===== src/rtl/io_perm_pkg.sv =====
package io_perm_pkg;

  typedef enum logic [2:0] {
    OPC_IF_CLR   = 3'd0,
    OPC_IF_SET   = 3'd1,
    OPC_IF_WRITE = 3'd2,
    OPC_PORT_IN  = 3'd3,
    OPC_PORT_OUT = 3'd4,
    OPC_STR_IN   = 3'd5,
    OPC_STR_OUT  = 3'd6,
    OPC_RSVD     = 3'd7
  } op_class_e;

  typedef enum logic [1:0] {
    ST_IDLE  = 2'd0,
    ST_RD_LO = 2'd1,
    ST_RD_HI = 2'd2
  } gate_st_e;

  function automatic logic is_port_op(input op_class_e op);
    return (op == OPC_PORT_IN) || (op == OPC_PORT_OUT) ||
           (op == OPC_STR_IN)  || (op == OPC_STR_OUT);
  endfunction

endpackage


===== src/rtl/io_priv_decide.sv =====
module io_priv_decide
  import io_perm_pkg::*;
(
  input  logic [1:0] cpl,
  input  logic [1:0] iopl,
  input  logic       wide_tss,
  input  op_class_e  op,
  output logic       grant,
  output logic       need_map
);
  // Lower number means more privileged.
  assign grant    = (cpl <= iopl);
  assign need_map = !grant && wide_tss && is_port_op(op);
endmodule


===== src/rtl/io_span_calc.sv =====
module io_span_calc #(
  parameter int PORT_W = 16,
  parameter int ADDR_W = 32
) (
  input  logic [PORT_W-1:0] port,
  input  logic [1:0]        size_code,
  input  logic [ADDR_W-1:0] base,
  input  logic [ADDR_W-1:0] limit,
  output logic [ADDR_W-1:0] addr_lo,
  output logic [ADDR_W-1:0] addr_hi,
  output logic [7:0]        mask_lo,
  output logic [7:0]        mask_hi,
  output logic              spans_two,
  output logic              lo_ok,
  output logic              hi_ok
);
  localparam int IDX_W = PORT_W - 3;

  logic [3:0]        run_bits;
  logic [15:0]       span;
  logic [IDX_W-1:0]  byte_idx;

  always_comb begin
    unique case (size_code)
      2'd0:    run_bits = 4'b0001;
      2'd1:    run_bits = 4'b0011;
      default: run_bits = 4'b1111;
    endcase
  end

  assign span      = {12'b0, run_bits} << port[2:0];
  assign mask_lo   = span[7:0];
  assign mask_hi   = span[15:8];
  assign spans_two = |mask_hi;

  assign byte_idx = port[PORT_W-1:3];
  assign addr_lo  = base + ADDR_W'(byte_idx);
  assign addr_hi  = addr_lo + ADDR_W'(1);
  assign lo_ok    = (addr_lo <= limit);
  assign hi_ok    = (addr_hi <= limit);
endmodule


===== src/rtl/io_perm_gate.sv =====
module io_perm_gate
  import io_perm_pkg::*;
#(
  parameter int PORT_W = 16,
  parameter int ADDR_W = 32
) (
  input  logic              clk,
  input  logic              rst,
  input  logic              req_valid,
  output logic              req_ready,
  input  logic [1:0]        req_cpl,
  input  logic [1:0]        req_iopl,
  input  logic              req_wide_tss,
  input  logic [2:0]        req_op,
  input  logic [PORT_W-1:0] req_port,
  input  logic [1:0]        req_size,
  input  logic [ADDR_W-1:0] map_base,
  input  logic [ADDR_W-1:0] map_limit,
  output logic              mem_req,
  output logic [ADDR_W-1:0] mem_addr,
  input  logic              mem_ack,
  input  logic [7:0]        mem_data,
  output logic              res_done,
  output logic              res_allow,
  output logic              res_fault
);
  gate_st_e          st, st_nx;
  logic              grant, need_map;
  logic [ADDR_W-1:0] addr_lo, addr_hi, addr_hi_q;
  logic [7:0]        mask_lo, mask_hi, mask_lo_q, mask_hi_q;
  logic              spans_two, lo_ok, hi_ok, two_q, hi_ok_q;
  logic              accept, fin, fin_ok, start_rd, go_hi;

  io_priv_decide u_priv (
    .cpl      (req_cpl),
    .iopl     (req_iopl),
    .wide_tss (req_wide_tss),
    .op       (op_class_e'(req_op)),
    .grant    (grant),
    .need_map (need_map)
  );

  io_span_calc #(.PORT_W(PORT_W), .ADDR_W(ADDR_W)) u_span (
    .port      (req_port),
    .size_code (req_size),
    .base      (map_base),
    .limit     (map_limit),
    .addr_lo   (addr_lo),
    .addr_hi   (addr_hi),
    .mask_lo   (mask_lo),
    .mask_hi   (mask_hi),
    .spans_two (spans_two),
    .lo_ok     (lo_ok),
    .hi_ok     (hi_ok)
  );

  assign req_ready = (st == ST_IDLE);
  assign accept    = req_valid && req_ready;

  always_comb begin
    st_nx    = st;
    fin      = 1'b0;
    fin_ok   = 1'b0;
    start_rd = 1'b0;
    go_hi    = 1'b0;
    unique case (st)
      ST_IDLE: if (accept) begin
        if (grant) begin
          fin = 1'b1; fin_ok = 1'b1;
        end else if (!need_map || !lo_ok) begin
          fin = 1'b1;
        end else begin
          start_rd = 1'b1; st_nx = ST_RD_LO;
        end
      end
      ST_RD_LO: if (mem_ack) begin
        if (|(mem_data & mask_lo_q)) begin
          fin = 1'b1; st_nx = ST_IDLE;
        end else if (!two_q) begin
          fin = 1'b1; fin_ok = 1'b1; st_nx = ST_IDLE;
        end else if (!hi_ok_q) begin
          fin = 1'b1; st_nx = ST_IDLE;
        end else begin
          go_hi = 1'b1; st_nx = ST_RD_HI;
        end
      end
      ST_RD_HI: if (mem_ack) begin
        fin = 1'b1; fin_ok = !(|(mem_data & mask_hi_q)); st_nx = ST_IDLE;
      end
      default: st_nx = ST_IDLE;
    endcase
  end

  always_ff @(posedge clk) begin
    if (rst) begin
      st        <= ST_IDLE;
      mem_req   <= 1'b0;
      mem_addr  <= '0;
      res_done  <= 1'b0;
      res_allow <= 1'b0;
      res_fault <= 1'b0;
      addr_hi_q <= '0;
      mask_lo_q <= '0;
      mask_hi_q <= '0;
      two_q     <= 1'b0;
      hi_ok_q   <= 1'b0;
    end else begin
      st        <= st_nx;
      res_done  <= fin;
      res_allow <= fin && fin_ok;
      res_fault <= fin && !fin_ok;
      if (start_rd) begin
        mem_req   <= 1'b1;
        mem_addr  <= addr_lo;
        addr_hi_q <= addr_hi;
        mask_lo_q <= mask_lo;
        mask_hi_q <= mask_hi;
        two_q     <= spans_two;
        hi_ok_q   <= hi_ok;
      end else if (go_hi) begin
        mem_addr <= addr_hi_q;
      end else if (fin) begin
        mem_req <= 1'b0;
      end
    end
  end
endmodule


===== config.mk =====
export PLATFORM = sky130hd
export DESIGN_NAME = io_perm_gate
export DESIGN_NICKNAME = d
export VERILOG_FILES = /design/src/rtl/io_perm_pkg.sv /design/src/rtl/io_priv_decide.sv /design/src/rtl/io_span_calc.sv /design/src/rtl/io_perm_gate.sv
export SDC_FILE = /design/constraint.sdc
export NUM_CORES = 1
export LEC_CHECK = 0
export ABC_CLOCK_PERIOD_IN_PS = 11100
export BUFFER_PORTS_ARGS = -buffer_cell sky130_fd_sc_hd__buf_2
export CORE_MARGIN = 3
export CORE_UTILIZATION = 35
export DETAILED_ROUTE_END_ITERATION = 6
export GPL_ROUTABILITY_DRIVEN = 0
export PLACE_DENSITY = 0.59
export SLEW_MARGIN = 10
export SYNTH_ARGS = -nofsm -noshare
export SYNTH_HDL_FRONTEND = slang
export SYNTH_SLANG_ARGS = --single-unit

===== constraint.sdc =====
create_clock -name clk -period 11.1 [get_ports clk]
set_clock_uncertainty 0.1 [all_clocks]
set_input_delay 2.22 -clock clk [delete_from_list [all_inputs] [get_ports clk]]
set_output_delay 2.22 -clock clk [all_outputs]
set_load 0.02 [all_outputs]

Yosys cells after proc, flatten, opt, wreduce, memory -nomap -nowiden
Index checks and enable logic that the tools add are counted.
Widths: inputs -> output; s select.
{"block": "totals", "regBits": 88, "input_bits": 102, "output_inout_bits": 37, "wordCells": 95}
{"block": "op_classes", "n_addsub": 2, "order_cmp": 3, "n_eq_ne": 13, "n_shift": 1, "n_mux": 40, "bitwise": 2, "n_reduce_logical": 23}
{"op": "$le 32x32->1", "count": 2}
{"op": "$mux 32", "count": 2}
{"op": "$add 32x1->32 const B", "count": 1}
{"op": "$add 32x13->32", "count": 1}
{"op": "$mux 1", "count": 26}
{"op": "$reduce_or 8->1", "count": 3}
{"op": "$and 8x8->8", "count": 2}
{"op": "$mux 2", "count": 8}
{"op": "$shl 4x3->16", "count": 1}
{"op": "$ne 2x2->1 const B", "count": 5}
{"op": "$eq 3x3->1 const B", "count": 3}
{"op": "$pmux 4 s2", "count": 1}
{"op": "$pmux 1 s3", "count": 2}
{"op": "$pmux 2 s3", "count": 1}
{"op": "$logic_and 1x1->1", "count": 5}
{"op": "$logic_not 1->1", "count": 5}
{"op": "$reduce_and 5->1", "count": 1}
{"op": "$eq 2x1->1 const B", "count": 2}
{"op": "$logic_not 2->1", "count": 2}
{"op": "$logic_or 1x1->1", "count": 4}
{"op": "$reduce_bool 2->1", "count": 2}
{"op": "$eq 3x2->1 const B", "count": 1}
{"op": "$eq 2x2->1 const B", "count": 1}
{"op": "$le 2x2->1", "count": 1}
{"op": "2 further kinds", "count": 2}

Logic depth before layout (Yosys ltp)
Gate-level depths: netlist of the first run.
{"block": "logic_depth", "depth_word": 14, "mapped_depth": 24, "ltp_nobuf": 23}

Cells and area by module
A second synthesis of the first run with hierarchy kept.
{"block": "hier_totals", "hier_cells": 924, "hier_area_um2": 7287.0}
{"module": "io_perm_gate", "instances": 1, "cells_per_inst": 455, "area_per_inst_um2": 3737.3, "seq_area_each_um2": 1761.7}
{"module": "io_span_calc", "instances": 1, "cells_per_inst": 459, "area_per_inst_um2": 3465.8, "seq_area_each_um2": 0.0}
{"module": "io_priv_decide", "instances": 1, "cells_per_inst": 10, "area_per_inst_um2": 83.8, "seq_area_each_um2": 0.0}

Worst setup path before layout of the first run
Ideal clock, no wire load.
{"block": "synth_timing", "path_type": "input -> register", "startpoint": "input req_port[3]", "endpoint": "register hi_ok_q", "setup_time_ps": 91, "t_arrival_ps": 6672, "t_required_ps": 10909, "setup_slack_ps": 4237, "cell_stages": 23, "n_path_buf": 2, "cell_sequence": "ha_1 inv_1 fa_1 nor2b_1 o2111a_1 o211a_1 a21oi_2 buf_6 nor3_1 o211ai_1 buf_2 or4_1 nor3_2 xor2_1 ha_1 a21o_1 a21o_1 a21o_1 a21oi_1 nor2_1 a211oi_1 nand4_1 a311oi_1"}
{"block": "synth_between", "elab_cells_between_ends": 10, "classes_between": "add/sub: 2; order compare: 2; mux: 4; reduce/logical: 2"}
{"item": "start, declared", "line_no": "io_perm_gate.sv:15", "rtl": "input logic [PORT_W-1:0] req_port,"}
{"item": "$add 32x13->32", "line_no": "io_span_calc.sv:37", "rtl": "assign addr_lo = base + ADDR_W'(byte_idx);"}
{"item": "$add 32x1->32", "line_no": "io_span_calc.sv:38", "rtl": "assign addr_hi = addr_lo + ADDR_W'(1);"}
{"item": "named net addr_hi[26]", "line_no": "io_perm_gate.sv:29", "rtl": "logic [ADDR_W-1:0] addr_lo, addr_hi, addr_hi_q;"}
{"item": "$le 32x32->1", "line_no": "io_span_calc.sv:40", "rtl": "assign hi_ok = (addr_hi <= limit);"}
{"item": "end signal, assigned", "line_no": "io_perm_gate.sv:119", "rtl": "hi_ok_q <= hi_ok;"}
{"item": "end, declared", "line_no": "io_perm_gate.sv:31", "rtl": "logic spans_two, lo_ok, hi_ok, two_q, hi_ok_q;"}
The timed path passes the listed nets, and every way through them passes these cells.
A chain may end at the register's enable or synchronous reset.

Worst setup path after layout of the first run
{"block": "layout_timing", "startpoint": "input req_port[3]", "endpoint": "register mask_hi_q[0]"}
{"block": "layout_between", "elab_chain_cells": 8}
{"item": "$add 32x13->32", "line_no": "io_span_calc.sv:37"}
{"item": "$le 32x32->1", "line_no": "io_span_calc.sv:39", "rtl": "assign lo_ok = (addr_lo <= limit);"}
{"item": "$logic_not 1->1", "line_no": "io_perm_gate.sv:70", "rtl": "end else if (!need_map || !lo_ok) begin"}
{"item": "$logic_or 1x1->1", "line_no": "io_perm_gate.sv:70"}
{"item": "$mux 1", "line_no": "io_perm_gate.sv:70"}
{"item": "$mux 1", "line_no": "io_perm_gate.sv:68", "rtl": "if (grant) begin"}
{"item": "$mux 1", "line_no": "io_perm_gate.sv:67", "rtl": "ST_IDLE: if (accept) begin"}
{"item": "$mux 1", "line_no": "io_perm_gate.sv:66", "rtl": "unique case (st)"}
{"item": "end signal, assigned", "line_no": "io_perm_gate.sv:117", "rtl": "mask_hi_q <= mask_hi;"}
{"item": "end, declared", "line_no": "io_perm_gate.sv:30", "rtl": "logic [7:0] mask_lo, mask_hi, mask_lo_q, mask_hi_q;"}
Every way passes these cells.

==> impl_metrics.json, run 1 <==
{
  "syn_area_um2": 7326,
  "p_int_w": 0.0006185,
  "clk_pin_slew_worst_paths_ns": 0.06,
  "vias": 6891,
  "avgRoutedWirePerCell_um": 16.64,
  "finalNetCount": 1198,
  "grtUsageTotal_pct": 18.48,
  "r2r-start": "mask_lo_q[4]",
  "ant_nets": 0,
  "layout_common_cells": "buf_2, nor2_1, ha_1, dfxtp_1, nand2_1",
  "hold_violations": 0,
  "hold_path_depth": 2,
  "drt_iter0_markers": 358,
  "syn_area_per_cell_um2": 8.104,
  "cts_buffers": 9,
  "boundaryPins": 139,
  "initial_utilization_pct": 35.86,
  "total_leakage_power_nw": 4.006,
  "slew_viol_final": 0,
  "ys_types": 87,
  "tightest_slew_ns": 1.119,
  "hold-path-endpoint": "addr_hi_q[18]",
  "cts_resized": 0,
  "cts_setup_buffers": 0,
  "cts_tree": "done",
  "syn-num-nets": 1091,
  "synthArstFlopShare_pct": 0,
  "worstReg2RegEnd": "mem_req",
  "core_area_um2": 20430,
  "arrival_ns": 7.85,
  "swShare_pct": 32.93,
  "endpoint_kind": "flop",
  "grt_pass1_vias": 6406,
  "yosys_warnings": 0,
  "critPathLaunchType": "primary input",
  "fmax_ghz": 0.1300,
  "synth_ff_type": "dfxtp_1",
  "io_buffers": 138,
  "n_antenna_cell": 0,
  "die_x_um": 150.7,
  "clockBufferDepth": 2,
  "slew_headroom_pct": 25.16,
  "hold_path_startpoint": "addr_hi_q[18]",
  "r2r_slack_ns": 8.56,
  "synth_seq_cells": 83,
  "antenna_found_initial": 0,
  "drt-total-wl_mm": 21.39,
  "grt_pass1_wl_mm": 33.61,
  "die_y_um": 150.7,
  "maxCapViolations": 0,
  "pwr-share-clk_pct": 34.6,
  "syn_inst": 904,
  "fin_setup_tns_ns": 0,
  "clkSinkCount": 83,
  "vdd_drop_max_mv": 0.07132,
  "drive_gt1_share_pct": 19.59,
  "min_period_over_period_pct": 69.30,
  "critPathRequiredTime_ns": 11.26,
  "rsz0062_at_grt": "false",
  "worstPathMaxFanout": 32,
  "min_period_ns": 7.693,
  "combPwrFrac_pct": 31.5,
  "drt-vias-per-instance": 5.358,
  "synth.yosys.seq_area_share_pct": 22.68,
  "setup_viol": 0,
  "clock_latency_ns": 0.35,
  "area_growth_pct": 16.16,
  "drc_errors": 0,
  "cts_root_buffer": "clkbuf_16",
  "final_common_cell": "buf_2",
  "grt_max_degree": 77,
  "holdBufCountCts": 0,
  "power_density_nw_per_um2": 108.4,
  "critPathKind": "primary input to flop",
  "dp_hpwl_mm": 16.89,
  "hold_path_class": "flop to flop",
  "grt-ovfl-total": 0,
  "cts_htree_levels": 3,
  "synth-edff-count": 0,
  "fin_util_pct": 41.65,
  "rows": 52,
  "power.switching_w": 0.0003036,
  "status": "complete, no violations",
  "p_seq_share_pct": 33.9,
  "r2r_cells": 7,
  "dieArea_um2": 22700,
  "drt-pass1-iter-count": 5
}
[layout make-up]
type / instances / area, um^2
sequential: 83 / 1662
multi-input combinational: 716 / 5261
clock inverter: 5 / 77.57
inverter: 60 / 225.2
clock buffer: 11 / 232.7
timing repair buffer: 141 / 713.2
fill: 2151 / 11920
tap: 270 / 337.8
[worst max-delay path, cell delays in order]
cell and delay (ns):
buf_2 0.08, ha_1 0.28, inv_1 0.09, fa_1 0.45
nor2b_1 0.18, o2111a_1 0.29, o211a_1 0.25, a21oi_2 0.20
nor4_1 0.37, xor2_1 0.56, ha_1 0.23, nand4_1 0.14
or2_2 0.34, nor3_1 0.31, nand3_1 0.14, o21ai_0 0.21
o211ai_1 0.31, nor2b_4 0.79, nand3_1 0.22, a21oi_1 0.17
[logic make-up after synthesis]
logic type / after synthesis / synth area share [%]
and+or+nand+nor: 327 / 23.57
adders and majority gates: 85 / 14.62
xor gates and xnor gates: 46 / 6.063
DFF: 83 / 22.68
muxes: 36 / 4.936
buffers and inverters: 105 / 5.875
AOI/OAI and AO/OA: 222 / 22.25
[power by group through the flow]
| stage | Combinational, W | Sequential [W] | Clock, W |
|---|---|---|---|
| finish | 0.000290 | 0.000312 | 0.000319 |
| CTS | 0.000290 | 0.000312 | 0.000325 |
| floorplan | 0.000199 | 0.000324 | 0 |
| global route | 0.000325 | 0.000313 | 0.000338 |
| global placement | 0.000288 | 0.000319 | 0 |
| detailed placement | 0.000288 | 0.000319 | 0 |
[how the worst max path moves through the flow]
stage / from / end / slack (ns) / depth (start not counted)
6_report: req_port[3] / mask_hi_q[0] / 3.41 / 20
5_1_grt: req_port[3] / mask_hi_q[0] / 2.86 / 20
4_1_cts: req_port[3] / mask_hi_q[0] / 3.42 / 20
3_5_place_dp: req_port[3] / two_q / 3.08 / 20
3_3_place_gp: req_port[3] / mask_lo_q[4] / 3.08 / 20
2_1_floorplan: req_port[3] / hi_ok_q / 4.24 / 23
[cell usage after synthesis (all sizes together) (26+ instances only)]
library cell / instances / area, um^2
nor2: 90 / 337.8
ha: 84 / 1051
dfxtp: 83 / 1662
nand2: 67 / 251.5
inv: 59 / 221.5
a21oi: 51 / 262.8
a211oi: 38 / 310.3
mux2i: 35 / 350.3
clkbuf: 33 / 123.9
nand4: 30 / 202.7
xnor2: 28 / 279.0
nand3: 27 / 145.1
a21o: 26 / 195.2
[layer usage]
metal / GRT usage [%] / part of all wire, %
met1: 27.16 / 49
met4: 4.261 / 1.1
met3: 2.800 / 6.0
met5: 0 / 0
met2: 28.46 / 43
[registers in the layout, summed over array words and instances (netlist names)]
signal and cells:
mem_req 1, two_q 1, mask_lo_q 8, mask_hi_q 3, res_allow 1, addr_hi_q 32
hi_ok_q 1, mem_addr 32, res_fault 1, res_done 1, st 2
[through the flow]
stage	instance area, um^2	setup slack (ns)	cells	total power (W)	hold slack (ns)
after floorplan	7326	4.237	904	0.0005228	0.3316
after CTS	8509	3.416	1286	0.0009278	0.3554
final	8509	3.407	1286	0.0009221	0.3547
after global placement	8199	3.076	1270	0.0006069	0.3431
after detailed placement	8199	3.083	1270	0.0006071	0.3477
after global routing	8509	2.864	1286	0.0009761	0.3751
No activity file was read; power rests on OpenSTA's default activity.
==> inputs of run 2 (changes only) <==
- ABC_CLOCK_PERIOD_IN_PS: 11100 -> 6800
- PLACE_DENSITY: 0.59 -> 0.61
- clock period: 11.1 -> 6.8 ns (I/O delays scaled with it)
==> impl_metrics.json, run 2 (synthesis results as in run 1) <==
{
  "finalNetCount": 1225,
  "min_period_over_period_pct": 93.82,
  "fin_setup_tns_ns": 0,
  "critPathRequiredTime_ns": 6.94,
  "drc_errors": 0,
  "swShare_pct": 33.46,
  "cts_tree": "done",
  "clkSinkCount": 83,
  "drt_iter0_markers": 393,
  "drt-pass1-iter-count": 5,
  "critPathLaunchType": "primary input",
  "min_period_ns": 6.380,
  "hold_path_depth": 2,
  "slew_headroom_pct": 27.10,
  "cts_htree_levels": 3,
  "arrival_ns": 6.52,
  "rows": 52,
  "holdBufCountCts": 0,
  "vias": 6966,
  "n_antenna_cell": 0,
  "clk_pin_slew_worst_paths_ns": 0.06,
  "combPwrFrac_pct": 33.0,
  "total_leakage_power_nw": 4.142,
  "stdcell_count": 1313,
  "drt-total-wl_mm": 20.89,
  "hold_slack_ns": 0.3532,
  "p_seq_share_pct": 34.3,
  "final_common_cell": "buf_2",
  "p_int_w": 0.0009868,
  "grt_max_degree": 77,
  "fmax_ghz": 0.1567,
  "grt-ovfl-total": 0,
  "drive_gt1_share_pct": 21.96,
  "worstPathMaxFanout": 5,
  "slew_viol_final": 0,
  "critPathKind": "primary input to flop",
  "r2r_cells": 7,
  "boundaryPins": 139,
  "power.switching_w": 0.0004963,
  "vdd_drop_max_mv": 0.1101,
  "initial_utilization_pct": 35.86,
  "grt_pass1_vias": 6207,
  "drt-vias-per-instance": 5.305,
  "clockBufferDepth": 2,
  "endpoint_kind": "flop",
  "area_growth_pct": 19.13,
  "io_buffers": 138,
  "core_area_um2": 20430,
  "cts_setup_buffers": 0,
  "pwr-share-clk_pct": 32.7,
  "hold_path_class": "flop to flop",
  "reg.largest.list": "addr_hi_q: 32 flops, mem_addr: 32 flops, mask_lo_q: 8 flops",
  "antenna_found_initial": 0,
  "dp.cells": 1297,
  "layout_common_cells": "buf_2, nor2_1, ha_1, dfxtp_1, nand2_1",
  "die_y_um": 150.7,
  "tightest_slew_ns": 1.090,
  "dp_hpwl_mm": 16.92,
  "clock_latency_ns": 0.33,
  "dieArea_um2": 22700,
  "status": "complete, no violations",
  "grt_pass1_wl_mm": 33.24,
  "maxCapViolations": 0,
  "cts_buffers": 9,
  "grtUsageTotal_pct": 18.28,
  "power_density_nw_per_um2": 169.9,
  "setup_viol": 0,
  "fin_util_pct": 42.72,
  "cts_resized": 0,
  "avgRoutedWirePerCell_um": 15.91,
  "die_x_um": 150.7,
  "cts_root_buffer": "clkbuf_16",
  "r2r_slack_ns": 4.26,
  "ant_nets": 0,
  "hold_violations": 0,
  "rsz0062_at_grt": "false"
}
-- run 2: area by class of cell --
cell class,count,area [um^2]
inverter,60,225.2
timing repair buffer,168,940.9
clock inverter,7,66.31
sequential,83,1662
clock buffer,9,225.2
fill,2106,11700
tap,270,337.8
multi-input combinational,716,5270
-- run 2: worst max-delay path, cell delays in order --
cell and delay (ns):
buf_2 0.08, ha_1 0.29, inv_1 0.09, fa_1 0.45, nor2b_1 0.18, o2111a_1 0.29, o211a_1 0.27, o211ai_2 0.14
inv_2 0.13, and4b_2 0.29, nand2_1 0.14, or4_1 0.63, nor3_2 0.30, xor2_1 0.18, ha_1 0.26, a21o_1 0.16
a21o_1 0.17, a21o_1 0.17, a21oi_1 0.16, nor2_1 0.06, a211oi_1 0.32, nand4_1 0.15, a311oi_1 0.25
-- run 2: through the flow --
stage          setup slack [ns]  cell area, um^2  power (W)
2_1_floorplan            0.7970             7326  0.0008533
5_1_grt                 0.03110             8727   0.001571
3_3_place_gp             0.1472             8422  0.0009990
6_report                 0.4199             8727   0.001483
3_5_place_dp            0.07269             8422   0.001004
4_1_cts                  0.4163             8713   0.001492
-- run 2: worst paths after layout --
kind                    to           from
min reg2reg  addr_hi_q[19]  addr_hi_q[19]
max reg2reg        mem_req   mask_lo_q[2]
max                hi_ok_q    req_port[3]
min          addr_hi_q[19]  addr_hi_q[19]
-- run 2: power groups by stage --
stage	registers [W]	clock network, W	logic, W
2_1_floorplan	0.000529	0	0.000325
3_3_place_gp	0.000520	0	0.000479
5_1_grt	0.000511	0.000511	0.000549
3_5_place_dp	0.000520	0	0.000484
6_report	0.000509	0.000485	0.000489
4_1_cts	0.000509	0.000495	0.000488
-- run 2: per-layer routing --
| metal | global-route usage [%] | routed length (um) |
|---|---|---|
| met1 | 27.32 | 10340 |
| met2 | 27.90 | 9077 |
| met3 | 3.040 | 1334 |
| met4 | 3.218 | 133 |
| met5 | 0 | 0 |
